<file path="src/rtl/pcb_pkg.sv">
package pcb_pkg;
  localparam logic [7:0] OP_BANK_LO = 8'h63;
  localparam logic [7:0] OP_BANK_HI = 8'h73;
  localparam logic [7:0] OP_FEAT_ON = 8'h33;

  typedef enum logic [1:0] {
    PC_HOLD,
    PC_STEP,
    PC_LOAD_JMP,
    PC_LOAD_RET
  } pc_act_e;
endpackage

</file>
<file path="src/rtl/pcb_decode.sv">
module pcb_decode
  import pcb_pkg::*;
(
  input  logic       op_valid,
  input  logic [7:0] opcode,
  output logic       sel_lo,
  output logic       sel_hi,
  output logic       feat_set
);
  always_comb begin
    sel_lo   = op_valid && (opcode == OP_BANK_LO);
    sel_hi   = op_valid && (opcode == OP_BANK_HI);
    feat_set = op_valid && (opcode == OP_FEAT_ON);
  end
endmodule

</file>
<file path="src/rtl/pcb_bank_state.sv">
module pcb_bank_state (
  input  logic clk,
  input  logic rst_n,
  input  logic sel_lo,
  input  logic sel_hi,
  input  logic feat_set,
  output logic bank_pend,
  output logic feat_en
);
  logic pend_q, pend_d;
  logic feat_q, feat_d;

  always_comb begin
    pend_d = pend_q;
    if (sel_hi)      pend_d = 1'b1;
    else if (sel_lo) pend_d = 1'b0;
    feat_d = feat_q | feat_set;
  end

  always_ff @(posedge clk or negedge rst_n) begin
    if (!rst_n) begin
      pend_q <= 1'b0;
      feat_q <= 1'b0;
    end else begin
      pend_q <= pend_d;
      feat_q <= feat_d;
    end
  end

  assign bank_pend = pend_q;
  assign feat_en   = feat_q;
endmodule

</file>
<file path="src/rtl/pcb_counter.sv">
module pcb_counter
  import pcb_pkg::*;
#(
  parameter int ADDR_W = 12,
  localparam int OFF_W = ADDR_W - 1
) (
  input  logic              clk,
  input  logic              rst_n,
  input  pc_act_e           act,
  input  logic              bank_pend,
  input  logic [OFF_W-1:0]  jmp_target,
  input  logic [ADDR_W-1:0] ret_addr,
  output logic [ADDR_W-1:0] pc
);
  logic [ADDR_W-1:0] pc_q, pc_d;
  logic              pc_en;

  always_comb begin
    pc_en = (act != PC_HOLD);
    pc_d  = pc_q;
    unique case (act)
      PC_STEP:     pc_d = {pc_q[ADDR_W-1], pc_q[OFF_W-1:0] + OFF_W'(1)};
      PC_LOAD_JMP: pc_d = {bank_pend, jmp_target};
      PC_LOAD_RET: pc_d = ret_addr;
      default:     pc_d = pc_q;
    endcase
  end

  always_ff @(posedge clk or negedge rst_n) begin
    if (!rst_n)     pc_q <= '0;
    else if (pc_en) pc_q <= pc_d;
  end

  assign pc = pc_q;
endmodule

</file>
<file path="src/rtl/pc_bank_unit.sv">
module pc_bank_unit
  import pcb_pkg::*;
#(
  parameter int ADDR_W      = 12,
  parameter int OP_W        = 8,
  parameter int SYNC_STAGES = 2,
  localparam int OFF_W      = ADDR_W - 1
) (
  input  logic              clk,
  input  logic              rst_n,
  input  logic              op_valid,
  input  logic [OP_W-1:0]   opcode,
  input  logic              jump_take,
  input  logic              call_take,
  input  logic [OFF_W-1:0]  jmp_target,
  input  logic              ret_take,
  input  logic [ADDR_W-1:0] ret_addr,
  input  logic              fetch_adv,
  output logic [ADDR_W-1:0] fetch_addr,
  output logic              feat_en
);
  logic [SYNC_STAGES-1:0] rst_pipe;
  logic                   rst_q_n;
  logic                   sel_lo, sel_hi, feat_set;
  logic                   bank_pend;
  pc_act_e                act;

  always_ff @(posedge clk or negedge rst_n) begin
    if (!rst_n) rst_pipe <= '0;
    else        rst_pipe <= {rst_pipe[SYNC_STAGES-2:0], 1'b1};
  end
  assign rst_q_n = rst_pipe[SYNC_STAGES-1];

  always_comb begin
    if (ret_take)                    act = PC_LOAD_RET;
    else if (jump_take || call_take) act = PC_LOAD_JMP;
    else if (fetch_adv)              act = PC_STEP;
    else                             act = PC_HOLD;
  end

  pcb_decode i_decode (
    .op_valid (op_valid),
    .opcode   (opcode),
    .sel_lo   (sel_lo),
    .sel_hi   (sel_hi),
    .feat_set (feat_set)
  );

  pcb_bank_state i_bank (
    .clk       (clk),
    .rst_n     (rst_q_n),
    .sel_lo    (sel_lo),
    .sel_hi    (sel_hi),
    .feat_set  (feat_set),
    .bank_pend (bank_pend),
    .feat_en   (feat_en)
  );

  pcb_counter #(.ADDR_W(ADDR_W)) i_counter (
    .clk        (clk),
    .rst_n      (rst_q_n),
    .act        (act),
    .bank_pend  (bank_pend),
    .jmp_target (jmp_target),
    .ret_addr   (ret_addr),
    .pc         (fetch_addr)
  );
endmodule

</file>
<file path="config.mk">
export PLATFORM = sky130hd
export DESIGN_NAME = pc_bank_unit
export DESIGN_NICKNAME = d
export VERILOG_FILES = /design/src/rtl/pcb_pkg.sv /design/src/rtl/pcb_decode.sv /design/src/rtl/pcb_bank_state.sv /design/src/rtl/pcb_counter.sv /design/src/rtl/pc_bank_unit.sv
export SDC_FILE = /design/constraint.sdc
export NUM_CORES = 1
export LEC_CHECK = 0
export BUFFER_PORTS_ARGS = -buffer_cell sky130_fd_sc_hd__buf_2
export CORE_UTILIZATION = 30
export CTS_BUF_LIST = sky130_fd_sc_hd__clkbuf_4
export DETAILED_ROUTE_END_ITERATION = 10
export PLACE_DENSITY = 0.66
export RECOVER_POWER = 50
export SLEW_MARGIN = 20
export SYNTH_ARGS = -nofsm -noshare
export SYNTH_HDL_FRONTEND = slang
export SYNTH_HIERARCHICAL = 1
export SYNTH_SLANG_ARGS = --single-unit
export TNS_END_PERCENT = 50
</file>
<file path="constraint.sdc">
create_clock -name clk -period 1 [get_ports clk]
set_clock_uncertainty 0.2 [all_clocks]
set_input_delay 0.1 -clock clk [delete_from_list [all_inputs] [get_ports clk]]
set_output_delay 0.1 -clock clk [all_outputs]
set_load 0.02 [all_outputs]
</file>
* Word level (Yosys, flattened, before mapping)
Cells that the tools add are included.
Storage, ports and cells: bits in registers 16, input bits 38, output and inout port bits 13, logic and storage cells 30
Operators by class: equal/unequal tests 6, $add $sub $neg 1, mux-type cells 6, bitwise logic cells 2, reduce and logical (&&, ||, !) cells 10
Operators by type and width (count):
- $pmux 12 s3 | 1
- $eq 8x7->1 const B | 2
- $add 11x1->11 const B | 1
- $eq 8x6->1 const B | 1
- $reduce_bool 2->1 | 3
- $eq 2x2->1 const B | 2
- $mux 2 | 2
- $logic_and 1x1->1 | 3
- $mux 1 | 3
- $reduce_and 3->1 | 1
- $reduce_bool 3->1 | 1
- $eq 2x1->1 const B | 1
- $reduce_and 2->1 | 1
- $logic_or 1x1->1 | 1
- $not 1->1 | 1
- $or 1x1->1 | 1

* Longest topological paths before layout
word-level depth 6, mapped depth 7, gate-level depth less buffers 6

* Hierarchy
The synthesis kept the hierarchy.
By module, submodules not included:
- pcb_counter | instances 1, cells an instance 76, area an instance 789.5 µm², seq. area each 300.3 µm²
- pc_bank_unit | instances 1, cells an instance 6, area an instance 72.6 µm², seq. area each 50.0 µm²
- pcb_bank_state | instances 1, cells an instance 5, area an instance 67.6 µm², seq. area each 50.0 µm²
- pcb_decode | instances 1, cells an instance 7, area an instance 45.0 µm², seq. area each 0.0 µm²

* Least setup slack after synthesis
Ideal clock, no wire load.
kind register -> register, start reg i_counter.pc_q[0], in the netlist i_counter/pc[0], end reg i_counter.pc_q[1], in the netlist i_counter/pc[1], required time 661 ps, clock period less this slack 1563 ps, arrival time 1224 ps, library setup time 139 ps, slack -563 ps, buffers on the path 0, stages on the path, launching flop included 3, cells stage by stage dfrtp_1 ha_1 mux4_2
On the way: longest elaborated chain between the ends 2
Ends and longest elaborated chain:
- start: declaration | line pcb_counter.sv:15 | logic [ADDR_W-1:0] pc_q, pc_d;
- start signal: assignment | line pcb_counter.sv:31 | else if (pc_en) pc_q <= pc_d;
- $add 11x1->11 | line pcb_counter.sv:22 | PC_STEP: pc_d = {pc_q[ADDR_W-1], pc_q[OFF_W-1:0] + OFF_W'(1)};
- $pmux 12 s3 | line pcb_counter.sv:21 | unique case (act)
No other way between the ends. A chain may end at the register's enable or synchronous reset.

* Worst setup path in the final report
start reg i_counter.pc_q[1], in the netlist i_counter/pc[1], end reg i_counter.pc_q[1], in the netlist i_counter/pc[1]
Same word-level chain as after synthesis.

==> out/summary.txt <==
Number of synthesized register bits - 16
Ant. Diodes - 0
Gr ovfl total - 0
Critical path depth - 2
Xor/xnor share of the synthesized area - 8.09%
Antenna viol nets, final - 0
DR pass1 iterations - 4
Adder-Cell Fraction of Synth Area - 1.28%
Clock sinks - 16
Fin worst setup slack - -452 ps
Layer with the highest usage - met2
Skew-Pair Late Insertion Delay - 290 ps
Syn_area_per_cell - 10.4 um2
Netlist cell types - 29
Sequential fraction of the synthesis area - 41.1%
Die X - 59 um
Die ar. - 3480 um2
Port bufs - 50
Outcome - finished with violations
Max clock buf depth - 2
Initial drt markers - 9
Antenna violations before repair - 0
Wire per inst - 12.2 um
Grt met1 use - 20.6%
Clock Pin Slew Worst Setup and Hold Paths - 100 ps
Synth area leader - dfrtp_1
CP Launch Point - i_counter/pc[1]
M2 GR Usage - 34.4%
First-pass GRT wire length - 4.75 mm
WS Path Type - reg2reg
Yosys warns - 6
Reg-to-reg startpoint - i_counter/pc[1]
Grt met3 use - 4.59%
Violated checks - hold timing, setup timing
Async set-reset flop share out of synthesis - 100%
Most common cell after layout, fill and taps aside - buf_2
Remaining DRCs - 0
GRT Total Usage - 18.1%
Routability cong. - 0.765
Min Tclk post-route - 1450 ps
CP max FO - 2
Largest net degree at the start of global routing - 10
Max_cap viols - 0
Net Count, Synth - 133
Final setup viols - 27
Total CTS buffers - 3
Worst hold slack - -88.7 ps
Critical Path RT - 960 ps
R2R setup slack - -450 ps
CTS tree - built
Area growth syn-to-layout - 98.7%
Worst setup path endpoint - i_counter/pc[1]
H-tree Lvls - 1
Max-slew violations - 0
R2r endpoint - i_counter/pc[1]
Synth Area in Compound Gates - 7.32%
# rows - 20
Top cells by area, synth - dfrtp_1, mux2i_1, xnor2_1
CP delay by family, top - multiplexers
Cell Area, Synth - 975 um2
Core box area - 3080 um2
Yosys top cell area share - 41.1%
EDFF count, synth - 0
RSZ-0062 raised after global routing - true
Vias in the first global route - 1124
Most used DFF post-synth - dfrtp_1
P per Cell Area - 1020 nW/um2
VDD IR max - 1.02 mV
DR vias/cell - 4.71
Largest family of logic cells by synthesized area - simple AND/OR/NAND/NOR gates
Layout cell share with drive strength beyond 1 - 57.9%
Simple-gate share of the synthesized area - 19.6%
Setup TNS - -7130 ps
Die H - 59 um
HPWL Detailed - 2.00 mm
Initial Util - 31.7%
I/O pins - 51
Critical Path End Type - register
Most frequent cells in the layout - buf_2, buf_6, dlygate4sd3_1, mux2i_1, buf_4
Final WL - 2.86 mm
Slowest CP cell - mux4_2
Worst path bufs/invs - 0
HP Class - reg2async
Cts hold-fix bufs - 20
Worst EP arrival - 1420 ps
CTS root buf - clkbuf_4
CP max stage delay - 450 ps
Fmax achieved - 689 MHz
Hold Vio Cnt, Final - 7
CP startpoint kind - register
Crit-path cells - ha_4 > mux4_2
Synth Instances - 94
R2r worst-path depth - 2
Period utilization - 145%
P_leak - 0.932 nW
Mux contribution to synthesized area - 18.9%
Via count - 1102
NumNets Final - 230
==> layer usage <==
metal,up-vias,wire (um)
met5,-,0
met4,0,36
met3,4,108
met2,36,1530
met1,528,1190
li1,534,-
==> worst reg2reg max path, cell delays in order, from the launching register on <==
cell,delay (ps)
dfrtp_2,440
ha_4,230
mux4_2,450
==> cell usage after synthesis, types with 2 or more instances <==
master / n
mux2i_1: 15
nand3_1: 3
nor3_2: 3
nand2_1: 4
nor3_1: 4
nor2_1: 10
nand4_1: 4
buf_2: 2
xnor2_1: 7
xor2_1: 2
dfrtp_1: 16
a21oi_1: 5
buf_4: 2
inv_1: 2
==> power by group <==
group          leakage [nW]  switching (mW)  internal (mW)
clock network        0.0154           0.216          0.145
registers             0.182          0.0774          0.718
logic                 0.734           0.353          0.474
total                 0.932           0.646           1.34
==> how the worst min path moves through the flow <==
stage,slack [ps],end,startpoint,depth (start not counted)
final,-90,i_counter/pc[1],rst_pipe[1],0
after global routing,-70,i_counter/pc[3],rst_pipe[1],0
after CTS,-80,i_counter/pc[3],rst_pipe[1],0
after detailed placement,-310,rst_pipe[0],rst_n,1
after global placement,-310,rst_pipe[0],rst_n,1
after floorplan,-400,rst_pipe[0],rst_n,0
==> layout make-up <==
type,instances,area [um2]
fill,245,1140
timing repair buffer,96,759
multi-input combinational,72,677
sequential,16,412
tap,44,55.1
clock buffer,3,22.5
inverter,2,7.51
clock inverter,1,3.75
==> sequential cells by signal, summed over array words and instances (netlist names) <==
register / cells
rst_pipe: 2
i_bank/feat_en: 1
i_bank/bank_pend: 1
i_counter/pc: 12
==> kinds of logic (layout without fill, tap and decap cells) <==
group / Yosys count / in the layout
AOI/OAI and AO/OA: 11 / 11
xor gates and xnor gates: 9 / 9
adders and majority gates: 1 / 1
buffers and inverters: 6 / 102
DFF: 16 / 16
muxes: 17 / 17
other: 1 / 1
and+or+nand+nor: 33 / 33
==> stage by stage <==
step | instance area (um2) | instances | power (mW) | worst slack [ps] | util (%)
final | 1940 | 234 | 1.98 | -452 | 62.9
after global routing | 1940 | 234 | 2.10 | -472 | 62.9
after CTS | 1860 | 232 | 1.95 | -452 | 60.3
after detailed placement | 1490 | 205 | 1.40 | -510 | 48.4
after global placement | 1490 | 205 | 1.38 | -455 | 48.4
after floorplan | 1050 | 94 | 1.12 | -478 | -
==> what timing repair did <==
action / CTS / global route
pin swaps: 9 / 7
gates cloned: 0 / 0
resized for setup: 31 / 13
setup endpoints to repair: 27 / 27
buffers inserted: 3 / 2
hold endpoints to repair: 19 / 7
(Power assumes the default switching activity.)
